--- config.mk ---
export PLATFORM = sky130hd
export DESIGN_NAME = outlatch_blank
export DESIGN_NICKNAME = d
export VERILOG_FILES = /design/src/rtl/outlatch_pkg.sv /design/src/rtl/outlatch_timer.sv /design/src/rtl/outlatch_cell.sv /design/src/rtl/outlatch_blank.sv
export SDC_FILE = /design/constraint.sdc
export NUM_CORES = 1
export LEC_CHECK = 0
export ABC_CLOCK_PERIOD_IN_PS = 4100
export CORE_MARGIN = 2
export CORE_UTILIZATION = 46
export DETAILED_ROUTE_END_ITERATION = 10
export PLACE_DENSITY = 0.82
export SLEW_MARGIN = 20
export SYNTH_ARGS = -nofsm -noshare
export SYNTH_HDL_FRONTEND = slang
export SYNTH_SLANG_ARGS = --single-unit
--- constraint.sdc ---
create_clock -name clk_i -period 4.1 [get_ports clk_i]
set_input_delay 1.025 -clock clk_i [delete_from_list [all_inputs] [get_ports clk_i]]
set_output_delay 1.025 -clock clk_i [all_outputs]
set_load 0.02 [all_outputs]
--- src/rtl/outlatch_pkg.sv ---
package outlatch_pkg;
  localparam int unsigned CH_DEFAULT    = 8;
  localparam int unsigned BLANK_DEFAULT = 16;

  typedef enum logic [1:0] {
    PH_IDLE  = 2'd0,
    PH_BLANK = 2'd1,
    PH_WATCH = 2'd2
  } phase_e;
endpackage

--- src/rtl/outlatch_timer.sv ---
module outlatch_timer
  import outlatch_pkg::*;
#(
  parameter int unsigned BLANK_CYCLES = BLANK_DEFAULT
) (
  input  logic clk_i,
  input  logic rst_ni,
  input  logic start_i,
  output logic blank_o,
  output logic watch_o
);
  localparam int unsigned CW = $clog2(BLANK_CYCLES + 1);
  localparam logic [CW-1:0] LOAD_VAL = CW'(BLANK_CYCLES);
  localparam logic [CW-1:0] ONE = CW'(1);

  logic [CW-1:0] cnt_q;
  phase_e        phase_q;

  always_ff @(posedge clk_i or negedge rst_ni) begin
    if (!rst_ni) begin
      cnt_q   <= '0;
      phase_q <= PH_IDLE;
    end else if (start_i) begin
      cnt_q   <= LOAD_VAL;
      phase_q <= PH_BLANK;
    end else if (phase_q == PH_BLANK) begin
      cnt_q <= cnt_q - ONE;
      if (cnt_q == ONE) phase_q <= PH_WATCH;
    end
  end

  assign blank_o = (phase_q == PH_BLANK);
  assign watch_o = (phase_q == PH_WATCH);
endmodule

--- src/rtl/outlatch_cell.sv ---
module outlatch_cell (
  input  logic clk_i,
  input  logic rst_ni,
  input  logic load_i,
  input  logic off_bit_i,
  input  logic watch_i,
  input  logic fault_i,
  output logic on_o
);
  logic on_q;

  always_ff @(posedge clk_i or negedge rst_ni) begin
    if (!rst_ni)                 on_q <= 1'b0;
    else if (load_i)             on_q <= ~off_bit_i;
    else if (watch_i && fault_i) on_q <= 1'b0;  // latched off until next load
  end

  assign on_o = on_q;
endmodule

--- src/rtl/outlatch_blank.sv ---
module outlatch_blank
  import outlatch_pkg::*;
#(
  parameter int unsigned N_CH         = CH_DEFAULT,
  parameter int unsigned BLANK_CYCLES = BLANK_DEFAULT
) (
  input  logic            clk_i,
  input  logic            rst_ni,
  input  logic            load_i,
  input  logic [N_CH-1:0] word_i,
  input  logic [N_CH-1:0] fault_i,
  output logic [N_CH-1:0] gate_o,
  output logic            blank_o
);
  logic watch;

  outlatch_timer #(.BLANK_CYCLES(BLANK_CYCLES)) u_timer (
    .clk_i  (clk_i),
    .rst_ni (rst_ni),
    .start_i(load_i),
    .blank_o(blank_o),
    .watch_o(watch)
  );

  for (genvar c = 0; c < N_CH; c++) begin : g_ch
    outlatch_cell u_cell (
      .clk_i    (clk_i),
      .rst_ni   (rst_ni),
      .load_i   (load_i),
      .off_bit_i(word_i[c]),
      .watch_i  (watch),
      .fault_i  (fault_i[c]),
      .on_o     (gate_o[c])
    );
  end
endmodule

==> flow_metrics.tcl <==
set metrics [dict create \
    synthArstFlopShare_pct 100 \
    fmax_ghz 0.375 \
    antenna_cells 0 \
    syn_nets 96 \
    numCtsBuffers 3 \
    synth_top_area_cell "dfrtp_1" \
    outcome "complete, no violations" \
    path_max_fanout 4 \
    dp_hpwl_um 1060 \
    fillers 133 \
    cts_resized 0 \
    grt_pass1_wl_um 2420 \
    postSynthCellCount 75 \
    cts.sinks 15 \
    power.leakage_nw 0.467 \
    nets 118 \
    die_width_um 45 \
    start_kind "register" \
    postCtsSetupRepairBufs 0 \
    drtPass1Iterations 3 \
    register_area_um2 375 \
    layout_min_cycle_time_ns 2.67 \
    synth_edf_count 0 \
    holdCritPathClass "reg -> reg" \
    syn_avg_cell_area_um2 10.3 \
    drive_above_1_share_pct 5.21 \
    ys_types 21 \
    clockBufferDepth 2 \
    rsz0062_at_grt "no" \
    drt_iter0_markers 5 \
    ir_drop_mv 0.219 \
    grt_usage_pct 17.0 \
    endpoint_kind "primary output" \
    worst_slack_ns 1.43 \
    syn_area_um2 773 \
    floorplan.rows 14 \
    routed_wirelength_um 1360 \
    drc 0 \
    fin_tns_setup_ns 0 \
    drt-met1-wl_um 575 \
    io_buffers 27 \
    viasPerCell 5.08 \
    worstPathRequired_ns 3.07 \
    cp_slowest_stage_delay_ns 0.61 \
    yosysSeqAreaShare_pct 48.5 \
    grt_overflow_total 0 \
    start_util_pct 50.2 \
    floorplan.die_area_mm2 0.00203 \
    worstSetupPathType "reg -> out" \
    slew_violations 0 \
    path_clk_slew_ns 0.09 \
    ys_warn_count 0 \
    gp_congestion 0.753 \
    dr_total_vias 569 \
    clock_latency_ns 0.28 \
    top_layer "met4" \
    die_h_um 45 \
    synth_ff_type "dfrtp_1" \
    floorplan.io_pins 28 \
    wl_per_cell_um 12.2 \
    ys_ff_latch 15 \
    dr_wl_met3_um 80 \
    critPathSlowestCell "clkdlybuf4s50_1" \
    cts-htree-levels 1 \
    fin_hold_ws_ns 0.534 \
    cts_root_buf "clkbuf_4" \
    power.density_mw_per_mm2 453 \
    ant_nets 0 \
    hold_viol_final 0 \
    slew_headroom_pct 55.0 \
    period_share_pct 65.1 \
    coreArea_mm2 0.00154 \
    syn2layout_area_growth_pct 32.0 \
    netlist.area_leader.share_pct 48.5 \
    grt_max_degree 16 \
    dpl_worst_slack_ns 1.57 \
    multi_input_area_um2 284 \
    setup_violations 0 \
    cts_hold_buf 0 \
    max_cap_viol_count 0 \
    netlist_top_cells_area "dfrtp_1 (49%), mux2i_1 (12%), buf_4 (7.8%)" \
    antenna_found_initial 0 \
    crit_path_cell_trace "nand2b_1 -> inv_1 -> clkdlybuf4s50_1" \
    critical_path_arrival_ns 1.64 \
    cts_tree "built" \
    wl_met2_um 672 \
    grt_pass1_vias 574 \
    worstMarginPinSlew_ns 0.672 \
    clock_skew_ns 0.00370 \
]
## worst paths after layout
| check | startpoint | to | slack, ns | depth (start not counted) |
|---|---|---|---|---|
| max reg2reg | u_timer.cnt_q[0] | u_timer.cnt_q[4] | 2.60 | 5 |
| min in group asynchronous | rst_ni | u_timer.phase_q[1] | 1.14 | 1 |
| max | u_timer.phase_q[1] | blank_o | 1.43 | 3 |
| max in group asynchronous | rst_ni | u_timer.phase_q[0] | 2.53 | 1 |
| min | u_timer.phase_q[0] | u_timer.phase_q[0] | 0.53 | 1 |
| min reg2reg | u_timer.phase_q[0] | u_timer.phase_q[0] | 0.53 | 1 |
## state kept, by name, summed over array words and instances, names as in the netlist
name              cells
g_ch.u_cell.on_o      8
u_timer.cnt_q         5
u_timer.phase_q       2
## per-stage QoR
step | instance area (µm²) | instances | util, % | power (mW)
finish | 1020 | 112 | 66.2 | 0.462
global route | 1020 | 112 | 66.2 | 0.500
CTS | 1020 | 112 | 66.2 | 0.469
detailed placement | 995 | 108 | 64.5 | 0.383
global placement | 995 | 108 | 64.5 | 0.372
floorplan | 773 | 75 | - | 0.328
## worst max-delay path: cells and delay by family (launching register included)
kind,cells,cell delay [ns]
simple gates,1,0.22
buf+inv,2,0.74
flops,1,0.41
## cells in the mapped netlist, types with 2 or more instances
cell type / instances
nand2b_1: 2
a21oi_1: 2
mux2i_1: 9
nor3_1: 2
inv_1: 12
buf_4: 8
nand3b_1: 2
ha_1: 2
nor2_1: 2
o21ai_0: 9
dfrtp_1: 15
## kinds of logic after synthesis
logic type                 share of synthesized area (%)
buffers and inverters                               14.7
AOI/OAI and AO/OA                                   9.22
DFF                                                 48.5
and+or+nand+nor                                     10.4
adders and majority gates                           3.24
xor gates and xnor gates                            2.27
muxes                                               11.7
## per-layer routing
metal,track usage [%],vias up
met2,28.0,19
met4,10.6,0
met3,4.40,4
met5,0,-
li1,-,280
met1,19.6,266
## placed cells by master, fill, tap and decap left out, drive strengths merged, types with 2 or more instances in the layout
cell type      instances
a21oi                  2
clkbuf                 4
clkdlybuf4s50         27
dfrtp                 15
ha                     2
inv                   12
mux2i                  9
nand2b                 2
nand3b                 2
nor2                   2
nor3                   2
o21ai                  9
## report_power, final
group | leakage [nW] | internal (mW) | total (mW) | switching [mW]
clock | 0.0150 | 0.0378 | 0.0849 | 0.0471
combinational | 0.274 | 0.0920 | 0.170 | 0.0781
sequential | 0.178 | 0.181 | 0.207 | 0.0265
## layout make-up
type,count,area share [%]
clock buffers,4,2.57
inverters,12,4.41
multi-input cells,38,27.8
flip-flops and latches,15,36.8
well taps,16,1.96
repair buffers,27,26.5
No activity file was read; power rests on OpenSTA's default activity.
